===== src/rtl/gpio_evt_pkg.sv =====
package gpio_evt_pkg;
  localparam int ADDR_W = 3;

  typedef enum logic [ADDR_W-1:0] {
    OFS_DIR     = 3'd0,
    OFS_OUT     = 3'd1,
    OFS_IN      = 3'd2,
    OFS_RISE_EN = 3'd3,
    OFS_FALL_EN = 3'd4,
    OFS_RISE_ST = 3'd5,
    OFS_FALL_ST = 3'd6,
    OFS_EVENT   = 3'd7
  } reg_ofs_e;

  typedef enum logic [1:0] {
    EVT_NONE   = 2'd0,
    EVT_READY  = 2'd1,
    EVT_DETECT = 2'd2
  } evt_code_e;
endpackage


===== src/rtl/gpio_evt_sync.sv =====
module gpio_evt_sync #(
  parameter int W      = 16,
  parameter int STAGES = 2
) (
  input  logic         clk,
  input  logic         rst,
  input  logic [W-1:0] din,
  output logic [W-1:0] dout
);
  logic [W-1:0] chain [STAGES];

  always_ff @(posedge clk) begin
    if (rst) begin
      for (int s = 0; s < STAGES; s++) chain[s] <= '0;
    end else begin
      chain[0] <= din;
      for (int s = 1; s < STAGES; s++) chain[s] <= chain[s-1];
    end
  end

  assign dout = chain[STAGES-1];
endmodule


===== src/rtl/gpio_evt_bank.sv =====
module gpio_evt_bank #(
  parameter int W = 16
) (
  input  logic         clk,
  input  logic         rst,
  input  logic [W-1:0] hit,
  input  logic         en_wr,
  input  logic         st_wr,
  input  logic [W-1:0] wdata,
  output logic [W-1:0] en_q,
  output logic [W-1:0] st_q
);
  logic [W-1:0] set_v;
  logic [W-1:0] clr_v;

  assign set_v = hit & en_q;
  assign clr_v = st_wr ? wdata : '0;

  always_ff @(posedge clk) begin
    if (rst) begin
      en_q <= '0;
      st_q <= '0;
    end else begin
      if (en_wr) en_q <= wdata;
      st_q <= (st_q & ~clr_v) | set_v;
    end
  end

  AST_W1C_CLEARS: assert property (@(posedge clk) disable iff (rst)
    ((st_q & $past(clr_v & ~set_v)) == '0));
  AST_SET_NEEDS_EN: assert property (@(posedge clk) disable iff (rst)
    ((st_q & ~$past(st_q) & ~$past(en_q)) == '0));
  AST_EDGE_BEATS_CLEAR: assert property (@(posedge clk) disable iff (rst)
    (($past(set_v) & ~st_q) == '0));
endmodule


===== src/rtl/gpio_evt_top.sv =====
module gpio_evt_top
  import gpio_evt_pkg::*;
#(
  parameter int PIN_W       = 16,
  parameter int SYNC_STAGES = 2,
  parameter int RDY_BIT     = 1,
  parameter int DET1_BIT    = 2,
  parameter int DET2_BIT    = 3
) (
  input  logic              clk,
  input  logic              rst,
  input  logic [ADDR_W-1:0] bus_addr,
  input  logic              bus_wr,
  input  logic [PIN_W-1:0]  bus_wdata,
  input  logic              bus_rd,
  output logic [PIN_W-1:0]  bus_rdata,
  input  logic [PIN_W-1:0]  pin_in,
  output logic [PIN_W-1:0]  pin_out,
  output logic [PIN_W-1:0]  pin_oe,
  output logic              card_irq,
  output logic              csc_irq,
  output logic              card_present
);
  localparam int NBYTES = PIN_W / 8;

  function automatic logic [PIN_W-1:0] bswap(input logic [PIN_W-1:0] x);
    for (int b = 0; b < NBYTES; b++) bswap[b*8 +: 8] = x[(NBYTES-1-b)*8 +: 8];
  endfunction

  logic [PIN_W-1:0] wr_val;
  logic [PIN_W-1:0] sync_v;
  logic [PIN_W-1:0] prev_q;
  logic [PIN_W-1:0] rise_hit, fall_hit;
  logic [PIN_W-1:0] rise_en, rise_st, fall_en, fall_st;
  logic             ready_pend, det_pend;
  evt_code_e        evt_code;
  logic [PIN_W-1:0] rd_mux;

  assign wr_val = bswap(bus_wdata);

  gpio_evt_sync #(.W(PIN_W), .STAGES(SYNC_STAGES)) u_sync (
    .clk(clk), .rst(rst), .din(pin_in), .dout(sync_v)
  );

  always_ff @(posedge clk) begin
    if (rst) prev_q <= '0;
    else     prev_q <= sync_v;
  end

  assign rise_hit = sync_v & ~prev_q;
  assign fall_hit = ~sync_v & prev_q;

  gpio_evt_bank #(.W(PIN_W)) u_rise (
    .clk(clk), .rst(rst), .hit(rise_hit),
    .en_wr(bus_wr && bus_addr == OFS_RISE_EN),
    .st_wr(bus_wr && bus_addr == OFS_RISE_ST),
    .wdata(wr_val), .en_q(rise_en), .st_q(rise_st)
  );

  gpio_evt_bank #(.W(PIN_W)) u_fall (
    .clk(clk), .rst(rst), .hit(fall_hit),
    .en_wr(bus_wr && bus_addr == OFS_FALL_EN),
    .st_wr(bus_wr && bus_addr == OFS_FALL_ST),
    .wdata(wr_val), .en_q(fall_en), .st_q(fall_st)
  );

  always_ff @(posedge clk) begin
    if (rst) begin
      pin_oe  <= '0;
      pin_out <= '0;
    end else if (bus_wr) begin
      if (bus_addr == OFS_DIR) pin_oe  <= wr_val;
      if (bus_addr == OFS_OUT) pin_out <= wr_val;
    end
  end

  assign ready_pend = fall_st[RDY_BIT] & fall_en[RDY_BIT];
  assign det_pend   = fall_st[DET2_BIT] & fall_en[DET2_BIT];

  always_comb begin
    if (ready_pend)    evt_code = EVT_READY;
    else if (det_pend) evt_code = EVT_DETECT;
    else               evt_code = EVT_NONE;
  end

  always_comb begin
    case (bus_addr)
      OFS_DIR:     rd_mux = pin_oe;
      OFS_OUT:     rd_mux = pin_out;
      OFS_IN:      rd_mux = sync_v;
      OFS_RISE_EN: rd_mux = rise_en;
      OFS_FALL_EN: rd_mux = fall_en;
      OFS_RISE_ST: rd_mux = rise_st;
      OFS_FALL_ST: rd_mux = fall_st;
      default:     rd_mux = {{(PIN_W-2){1'b0}}, evt_code};
    endcase
  end

  always_ff @(posedge clk) begin
    if (rst) begin
      bus_rdata    <= '0;
      card_irq     <= 1'b0;
      csc_irq      <= 1'b0;
      card_present <= 1'b0;
    end else begin
      if (bus_rd) bus_rdata <= bswap(rd_mux);
      card_irq     <= ready_pend;
      csc_irq      <= det_pend;
      card_present <= ~sync_v[DET1_BIT] & ~sync_v[DET2_BIT];
    end
  end

  AST_READY_FIRST: assert property (@(posedge clk) disable iff (rst)
    (ready_pend && bus_rd && bus_addr == OFS_EVENT)
      |=> (bus_rdata == bswap({{(PIN_W-2){1'b0}}, EVT_READY})));
  AST_IRQ_GATED: assert property (@(posedge clk) disable iff (rst)
    $rose(card_irq) |-> $past(fall_en[RDY_BIT]));
  AST_RDATA_HOLD: assert property (@(posedge clk) disable iff (rst)
    !$past(bus_rd) |-> $stable(bus_rdata));
endmodule


===== config.mk =====
export PLATFORM = sky130hd
export DESIGN_NAME = gpio_evt_top
export DESIGN_NICKNAME = d
export VERILOG_FILES = /design/src/rtl/gpio_evt_pkg.sv /design/src/rtl/gpio_evt_sync.sv /design/src/rtl/gpio_evt_bank.sv /design/src/rtl/gpio_evt_top.sv
export SDC_FILE = /design/constraint.sdc
export NUM_CORES = 1
export LEC_CHECK = 0
export BUFFER_PORTS_ARGS = -buffer_cell sky130_fd_sc_hd__buf_4
export CORE_MARGIN = 2
export CORE_UTILIZATION = 40
export CTS_BUF_LIST = sky130_fd_sc_hd__clkbuf_4 sky130_fd_sc_hd__clkbuf_8
export CTS_CLUSTER_DIAMETER = 60
export DETAILED_ROUTE_END_ITERATION = 12
export SLEW_MARGIN = 20
export SYNTH_ARGS = -nofsm -noshare
export SYNTH_HDL_FRONTEND = slang
export SYNTH_SLANG_ARGS = --single-unit

===== constraint.sdc =====
create_clock -name clk -period 1.3 [get_ports clk]
set_input_delay 0.26 -clock clk [delete_from_list [all_inputs] [get_ports clk]]
set_output_delay 0.26 -clock clk [all_outputs]
set_load 0.005 [all_outputs]

After elaboration in Yosys (flattened, before gate mapping)
Memory sizes are Yosys's and may differ from the RTL's.
Cells that the tools add are included.
- register bits after elaboration: 131
- RAM bits: 32
- input port bits: 39
- output and inout bits: 51
- memories kept: 1
- memory list (name ; words ; width ; rd ports ; clocked after memory_dff ; wr ports ; RTL line ; text):
    u_sync.chain ; 2 ; 16 ; 2 ; 0 ; 2 ; gpio_evt_sync.sv:10 ; logic [W-1:0] chain [STAGES];
- equal/unequal tests: 6
- multiplexer cells: 10
- bitwise operators: 19
- reduce and logical (&&, ||, !) cells: 7
- operator list (operator ; count):
    one-hot mux 16 bit (7 select lines) ; 1
    AND 16 bit ; 6
    2-to-1 mux 16 bit ; 4
    inverter 16 bit ; 4
    OR 16 bit ; 2
    == test 3 bit, second input constant ; 3
    == test 3 x 2 -> 1 bit, second input constant ; 2
    logical AND 1 bit ; 4
    2-to-1 mux 2 bit ; 2
    AND reduction 2 bit ; 2
    AND 1 bit ; 3
    == test 3 x 1 -> 1 bit, second input constant ; 1
    zero test 3 bit ; 1
    2-to-1 mux 1 bit ; 3
    inverter 1 bit ; 2
    OR 1 bit ; 2

Logic depth before layout (Yosys ltp)
Gate-level depths: netlist of run 1.
- word-level depth: 6
- gate-level depth with buffers: 7

Modules after synthesis
Synthesis of run 1 repeated with hierarchy kept, for this count alone.
- cell total of the unflattened synthesis: 703
- area total of the unflattened synthesis: 6941.7 um2
- modules (own cells, without submodules) (module ; times used ; cells each ; area each (um2) ; seq. area each (um2)):
    gpio_evt_top ; 1 ; 382 ; 3435.8 ; 1341.3
    gpio_evt_bank ; 2 ; 119 ; 1261.2 ; 640.6
    gpio_evt_sync ; 1 ; 83 ; 983.4 ; 640.6

Worst setup path before layout of run 1
OpenSTA, ideal clock, no wires.
- kind: input to register
- from: input bus_addr[0]
- to: register bus_rdata[9]
- setup time: 117 ps
- arrival: 1252 ps
- required time: 1183 ps
- slack: -69 ps
- stages: 5
- cells stage by stage: buf_4 > mux4_2 > nand2_1 > nand2_1 > a32o_1
- word-level cells in the longest chain between the ends: 2
- RTL lines (item ; RTL line ; text):
    start, declared ; gpio_evt_top.sv:12 ; input logic [ADDR_W-1:0] bus_addr,
    == test 3 bit (tied with other cells) ; gpio_evt_top.sv:87 ; case (bus_addr)
    one-hot mux 16 bit (7 select lines) * ; gpio_evt_top.sv:87 ;
    end signal, assigned ; gpio_evt_top.sv:106 ; if (bus_rd) bus_rdata <= bswap(rd_mux);
    end, declared ; gpio_evt_top.sv:16 ; output logic [PIN_W-1:0] bus_rdata,
Every way passes the cells marked *; elsewhere a longest branch is shown, timed or not.
A chain may end at the register's enable or synchronous reset.

Worst setup path in the final report of run 1
- from: register pin_oe[15]
- to: output pin_oe[15]
- RTL lines (item ; RTL line ; text):
    start, declared ; gpio_evt_top.sv:19 ; output logic [PIN_W-1:0] pin_oe,
    start signal, assigned ; gpio_evt_top.sv:72 ; if (bus_addr == OFS_DIR) pin_oe <= wr_val;
No word-level cell between the ends.

==> metrics.cfg, run 1 <==
[run_status]
status=complete, no violations

[worst_setup_path]
cp.buffers_inverters=1
cp-start-kind=flop
cpMaxStageDelayCell=dfxtp_1
worst_r2r_startpoint=pin_oe[1]
crit_start=pin_oe[15]
required_ps=1040
path_max_fanout=3
crit_type=reg -> out
endpoint_kind=primary output
slowest_delay_ps=400
path_cells=buf_4
critPathArrivalTime_ps=1000
crit_family=flip-flops

[job]
max_cap_viol_count=0

[power]
p_leak_uw=0.00320
irDropWorstVdd_uv=649
power_density_mw_per_mm2=1210

[synth]
synth_enable_flop_cells=0
synth-async-reset-ratio_pct=0
synth_mux_area_share_pct=5.59
synth_top_family_by_area=simple AND/OR/NAND/NOR gates
synth-compound-area-share_pct=15.2
syn_area_per_cell_sq_um=8.52
ys.flop_type=dfxtp_1
yosysWarnings=0
synth-xor-area-share_pct=0
synth_top_area_cell=dfxtp_1
ys_ff_latch=163
ys_types=46
synth_nets=798
synthTopCellsByArea=dfxtp_1 (50%), nand2_1 (11%), a21oi_1 (6.3%)
syn_inst=759
syn_area_sq_mm=0.00647
synth_top_area_share_pct=50.4
synth_fa_ha_area_share_pct=0
synthSimpleGateAreaFrac_pct=23.1
synth_seq_area_share_pct=50.4

[sta]
relSlewSlack_pct=71.7
fmax_mhz=793
drv_slew=0
worst_pin_slew_ps=423
worst_clock_skew_ps=8.97
rsz0062_at_grt=false
finalSetupViolations=0
fin_crit_sh_pct=97.0
min_period_ps=1260
hold_viol=0

[clock_tree]
cts_max_path_buffers=2
cts-root-buf=clkbuf_8
clock-sinks=163
cts_buffers=17
cts.clk_slew.worst_paths_ps=80
cts_max_level=4
post_cts_buffers=0
cts_tree=built
clk_latency_ps=460

[floorplan]
io_pins=90
die_area_sq_mm=0.0172
fp.dieH_um=131
initial_core_util_pct=40.9
rows=46
coreArea_sq_mm=0.0158
die_w_um=131

[drt]
finalWirelength_um=18700
vias=5855
avgRoutedWirePerCell_um=16.6
viasPerCell=5.21
drc=0
ant_nets=0
drt_first_iter_violations=497
drt-pass1-iter-count=6

[cells_and_area]
stdcell_area_sq_mm=0.00825
nFillCells=1495
antenna-diode-count=0
final_common_cell=nand2_1
fin_cells=1124
layout-drive-gt1-share_pct=23.7
final_cell_mix=nand2_1 (193), dfxtp_1 (155), buf_4 (145)
finalNetCount=934
area_growth_pct=27.5

[global_routing]
grt_usage_pct=22.0
grt_max_degree=57
antenna_found_initial=0
grt_overflow=0
grt_first_pass_wirelength_um=30200
grt_pass1_vias=5673

[place]
dp_hpwl_um=13100
globalplace.congestion=0.880
port_buffers=89
place_area_sq_mm=0.00768
dp.cells=1080

[worst_hold_path]
hold_path.class=in -> reg
worstHoldStart=pin_in[12]

-- through the flow --
stage	util [%]	hold slack [ps]	setup slack, ps	total power, uW	setup TNS [ps]
after CTS	52.0	6.06	15.0	10000	0
after global routing	52.1	28.8	2.33	10300	0
final	52.1	38.2	38.4	9960	0
after global placement	48.5	416	-225	6120	-13860
after floorplan	-	372	-8.53	5710	-8.53
after detailed placement	48.5	421	-280	6140	-17070
-- where the power goes --
| group | internal, uW | switching [uW] | total (uW) |
|---|---|---|---|
| sequential | 5110 | 79.0 | 5190 |
| combinational | 399 | 475 | 874 |
| clock | 2020 | 1880 | 3900 |
| total | 7530 | 2430 | 9960 |
-- cell families (layout without fill, tap and decap cells) --
logic type,count (synthesis),in the layout
buffers and inverters,70,219
AOI/OAI and AO/OA,155,155
muxes,29,29
and+or+nand+nor,342,342
DFF,163,163
-- final timing paths --
kind | slack (ps) | cells after the start | to
worst max-delay path | 40 | 1 | pin_oe[15]
worst min-delay path | 40 | 2 | u_sync.chain[0][12]
worst max register to register | 50 | 4 | bus_rdata[9]
worst min register to register | 440 | 1 | u_sync.chain[0][25]
-- state kept, by name, indices dropped and copies added, names as in the netlist, 16 cells and up --
name / cells
prev_q: 16
u_rise.st_q: 16
pin_oe: 16
u_fall.st_q: 16
u_rise.en_q: 16
u_fall.en_q: 16
u_sync.chain: 32
pin_out: 16
bus_rdata: 16
-- timing repair --
item / in CTS / in global routing
pin swaps: 0 / 3
endpoints found under the setup margin: 3 / 7
resized for setup: 3 / 7
endpoints found under the hold margin: 14 / 0
hold buffers: 14 / 0
-- cells in the mapped netlist, types with 2 or more instances --
library cell and count:
o221ai_1 2, a32oi_1 23, nor2_4 2, a211oi_1 6, mux2_2 7, a22o_1 6
nand3b_1 6, nand2b_1 4, buf_6 9, o21ai_1 8, o31ai_1 4, a32o_1 3
buf_4 5, a21oi_1 81, mux4_2 5, nor3_4 2, o22ai_1 6, a221oi_1 5
clkbuf_1 20, nor3b_1 2, nand2_1 194, o21ai_0 2, buf_2 10, dfxtp_1 163
clkbuf_2 3, nor2_1 82, a31oi_1 3, nor2b_1 37, and4b_1 2, mux2i_1 17
inv_1 21, nand3_1 5
-- metal layers --
layer / share of wire, % / global-route usage [%] / wire (um) / vias up
li1: - / - / - / 2834
met2: 47 / 35.9 / 8750 / 193
met5: 0 / 0 / 0 / -
met3: 5.1 / 4.63 / 962 / 25
met1: 47 / 29.2 / 8720 / 2803
met4: 1.4 / 7.13 / 271 / 0
-- layout make-up --
cell class,count,area [sq um],share of cell area [%]
flip-flops and latches,163,3270,39.7
inverters,22,85.1,1.03
clock buffers,20,269,3.26
clock inverters,12,156,1.90
well taps,216,270,3.28
repair buffers,165,1350,16.3
multi-input cells,526,2850,34.5
Power figures use the tool's default switching activity.
==> run 2: changes to the inputs <==
- CORE_UTILIZATION: 40 -> 42
- SYNTH_HIERARCHICAL: default -> 1
==> run 2 against run 1 <==
  * Clock power grew 7.7%
  * Critical path depth is the same
  * First-iteration DRC count shrank 25%
  * Clock skew is essentially flat
  * Cell count shrank 6.2%
  * Count of clock-buffer cells in the layout shrank 2
  * Sequential share of layout area shrank 1.5 points
  * Global-route usage shrank 1.7 points
  * Worst setup slack gained 3.2 ps
  * Die area grew 2.1%
  * Largest cell class unchanged
==> metrics.cfg, run 2 <==
[cells_and_area]
area_growth_pct=23.3
finalNetCount=860
final_cell_mix=dfxtp_1 (160), buf_4 (140), nand2_1 (124)
final_common_cell=dfxtp_1
largest_register_ffs=32
fin_cells=1054
nFillCells=1530
antenna-diode-count=0
layout-drive-gt1-share_pct=28.8
top_register=u_sync/chain

[place]
pre_cts_slack_ps=-229
dp_hpwl_um=12300
port_buffers=89
globalplace.congestion=0.826
dp.cells=1007

[clock_tree]
clk_latency_ps=460
cts_max_level=4
cts.clk_slew.worst_paths_ps=90
cts-root-buf=clkbuf_8
cts_tree=built
post_cts_buffers=0
clock-sinks=163
cts_buffers=17
cts_max_path_buffers=2

[global_routing]
grt_first_pass_wirelength_um=27700
grt_pass1_vias=5058
grt_max_degree=50
antenna_found_initial=0
grt_overflow=0
grt_usage_pct=20.3

[synth]
synth_common_cells=dfxtp_1 (163), nand2_1 (124), nor2b_1 (82)
synth_top_area_share_pct=47.0
syn_inst=703
synth_nets=742
ys_types=40
synth-async-reset-ratio_pct=0
syn_area_per_cell_sq_um=9.87
syn_area_sq_mm=0.00694
synth_enable_flop_cells=0
synth_top_area_cell=dfxtp_1
synth_seq_area_share_pct=47.0
yosysMostFrequentCell=dfxtp_1
ys.flop_type=dfxtp_1
synthTopCellsByArea=dfxtp_1 (47%), nor2b_1 (7.4%), nand2_1 (6.7%)
yosysWarnings=6
ys_ff_latch=163

[worst_setup_path]
crit_type=reg -> out
endpoint_kind=primary output
cpMaxStageDelayCell=dfxtp_1
slowest_delay_ps=400
path_cells=buf_4
cp.buffers_inverters=1
required_ps=1040
path_max_fanout=3
crit_family=flip-flops
critPathArrivalTime_ps=1000
cp-start-kind=flop

[drt]
ant_nets=0
highest_layer=met4
route.layer.met1.wl_um=8350
drt-pass1-iter-count=4
finalWirelength_um=17500
wl_met3_um=620
vias=5242
avgRoutedWirePerCell_um=16.6
drc=0
viasPerCell=4.97
wl_met2_um=8290
drt_first_iter_violations=372

[sta]
fmax_mhz=795
relSlewSlack_pct=74.4
drv_slew=0
finalSetupViolations=0
worst_clock_skew_ps=8.73
min_period_ps=1260
setup_slack_ps=41.5
rsz0062_at_grt=false
fin_crit_sh_pct=96.8
worst_pin_slew_ps=384
hold_viol=0

[floorplan]
fp.dieH_um=133
rows=47
initial_core_util_pct=42.5
die_area_sq_mm=0.0176
io_pins=90
coreArea_sq_mm=0.0163
die_w_um=133

[power]
power_density_mw_per_mm2=1210
irDropWorstVdd_uv=807
p_leak_uw=0.00338

[job]
max_cap_viol_count=0

[worst_hold_path]
hold_path.class=in -> reg

[run_status]
status=complete, no violations

run 2: cell types whose count changed after synthesis, moves of 22 or more:
| cell | delta |
|---|---|
| a21oi_1 | -37 |
| buf_4 | +22 |
| mux2i_1 | +29 |
| nand2_1 | -70 |
| nor2_1 | -43 |
| nor2b_1 | +45 |
run 2: area by class of cell:
class,instances,area [sq um],share of cell area (%)
repair buffers,162,1340,15.7
clock buffers,18,241,2.82
well taps,220,275,3.22
flip-flops and latches,163,3270,38.2
clock inverters,14,210,2.46
multi-input cells,477,3230,37.7
run 2: cell families after synthesis:
kind of cell	count (synthesis)	synth area share [%]
multiplexers	64	11.8
AND/OR/NAND/NOR	264	18.3
flip-flops	163	47.0
buffers and inverters	63	6.83
AO/OA/AOI/OAI	149	16.0
run 2: what timing repair did:
action / CTS / global route
gates resized for setup: 1 / 2
hold buffers: 15 / 0
cloned: 0 / 0
setup endpoints to repair: 1 / 2
endpoints found under the hold margin: 15 / 0
run 2: per-layer routing:
layer  up-vias  global-route usage, %
li1       2607                      -
met4         0                   7.65
met1      2517                   27.3
met2       104                   32.5
met5         -                      0
met3        14                   3.98
run 2: power by group:
group,switching [uW],internal (uW)
clock network,1900,2300
logic,459,465
registers,84.4,5120
total,2440,7880
run 2: through the flow:
step | area [sq um] | hold slack [ps] | setup TNS (ps) | power (uW) | utilization (%)
floorplan | 7010 | 329 | -10380 | 5820 | -
detailed placement | 7960 | 422 | -16790 | 6210 | 48.7
CTS | 8560 | 48.7 | 0 | 10400 | 52.3
global route | 8560 | 64.5 | 0 | 10700 | 52.4
global placement | 7960 | 419 | -15460 | 6200 | 48.7
finish | 8560 | 74.6 | 0 | 10300 | 52.4
run 2: worst paths after layout:
path	start	endpoint	slack (ps)	cells after the start
setup reg to reg	u_rise/en_q[1]	bus_rdata[9]	130	3
setup / recovery	pin_oe[4]	pin_oe[4]	40	1
hold / removal	bus_wdata[10]	pin_out[2]	70	3
hold reg to reg	u_sync/chain[0][5]	u_sync/chain[0][21]	440	1
==> run 3: changes to the inputs <==
- MAX_ROUTING_LAYER: default -> met4
==> run 3 against run 2 <==
  * Hold slack improved by 1.6 ps
  * Count of clock-buffer cells in the layout did not move
  * Clock skew increased by 2.1 ps
  * Sequential share of layout area did not move
  * Sequential power is essentially flat
  * Global-route usage up 0.59 points
  * Clock power about the same
  * Register-to-register slack about the same
  * Critical endpoint unchanged
  * Flip-flop and latch count is the same
==> metrics.cfg, run 3 (synthesis results as in run 2) <==
[worst_setup_path]
endpoint_kind=primary output
cpMaxStageDelayCell=dfxtp_1
crit_type=reg -> out
slowest_delay_ps=400
cp.buffers_inverters=1
path_max_fanout=3
required_ps=1040
path_cells=buf_4
crit_family=flip-flops
cp-start-kind=flop
critPathArrivalTime_ps=1000

[cells_and_area]
largest_register_ffs=32
top_register=u_sync/chain
nFillCells=1530
layout-drive-gt1-share_pct=28.8
finalNetCount=860
fin_cells=1054
final_common_cell=dfxtp_1
antenna-diode-count=0
final_cell_mix=dfxtp_1 (160), buf_4 (140), nand2_1 (124)
final_util_pct=52.4
area_growth_pct=23.3

[sta]
worst_clock_skew_ps=10.8
hold_viol=0
worst_pin_slew_ps=372
drv_slew=0
finalSetupViolations=0
min_period_ps=1260
fin_crit_sh_pct=96.9
rsz0062_at_grt=false
relSlewSlack_pct=75.2
fmax_mhz=794

[clock_tree]
cts_max_path_buffers=2
cts_tree=built
cts_max_level=4
cts.clk_slew.worst_paths_ps=90
clk_latency_ps=460
cts-root-buf=clkbuf_8
cts_buffers=17
clock-sinks=163
post_cts_buffers=0

[floorplan]
die_w_um=133
coreArea_sq_mm=0.0163
rows=47
io_pins=90
die_area_sq_mm=0.0176
initial_core_util_pct=42.5
fp.dieH_um=133

[drt]
ant_nets=0
vias=5280
avgRoutedWirePerCell_um=16.6
drt_first_iter_violations=392
finalWirelength_um=17500
drc=0
drt-pass1-iter-count=4
viasPerCell=5.01

[global_routing]
grt_pass1_vias=5058
grt_usage_pct=20.9
grt_overflow=0
grt_max_degree=50
grt_first_pass_wirelength_um=27600
antenna_found_initial=0

[job]
max_cap_viol_count=0

[place]
globalplace.congestion=0.839
dp.cells=1007
dp_hpwl_um=12300
port_buffers=89

[run_status]
status=complete, no violations

[power]
power_density_mw_per_mm2=1200
p_leak_uw=0.00338
irDropWorstVdd_uv=801

[worst_hold_path]
hold_path.class=in -> reg

==> run 3: routing by layer <==
metal	share of wire [%]	vias up	track usage [%]	wire length, um
li1	-	2605	-	-
met1	47	2546	27.3	8180
met2	48	112	32.5	8340
met3	4.1	17	3.91	719
met4	1.4	0	7.65	243
met5	0	-	-	0
==> run 3: worst paths after layout <==
| path | end | slack [ps] | startpoint | depth (start not counted) |
|---|---|---|---|---|
| hold reg to reg | u_sync/chain[0][21] | 430 | u_sync/chain[0][5] | 1 |
| setup reg to reg | bus_rdata[9] | 140 | u_rise/en_q[1] | 3 |
| setup / recovery | pin_oe[4] | 40 | pin_oe[4] | 1 |
| hold / removal | pin_out[2] | 80 | bus_wdata[10] | 3 |
==> run 3: worst reg2reg max path, cell delays in order, from the launching register on <==
cell      delay, ps
dfxtp_1         330
mux4_2          470
o211ai_1        170
o21ai_1          80
==> run 3: cell type report <==
cell class	instances	area, sq um	share of cell area [%]
clock inverters	14	210	2.46
flip-flops and latches	163	3270	38.2
repair buffers	162	1340	15.7
well taps	220	275	3.22
multi-input cells	477	3230	37.7
clock buffers	18	241	2.82
==> run 3: through the flow <==
step / area, sq um / hold slack, ps / power [uW] / TNS [ps] / setup WS (ps)
after floorplan: 7010 / 329 / 5820 / -10380 / -297
after global placement: 7960 / 419 / 6200 / -15460 / -235
after detailed placement: 7960 / 422 / 6210 / -16790 / -229
after CTS: 8560 / 48.7 / 10400 / 0 / 3.27
after global routing: 8560 / 64.4 / 10700 / 0 / 0.896
final: 8560 / 76.2 / 10300 / 0 / 40.6
==> run 3: repair_timing <==
item,4_1_cts,5_1_grt
gates resized for setup,1,2
hold buffers,15,0
hold endpoints to repair,15,0
pin swaps,0,0
setup endpoints to repair,1,2
==> run 3: power by group <==
group,switching (uW),internal (uW)
clock network,1890,2300
registers,84.7,5120
logic,458,465
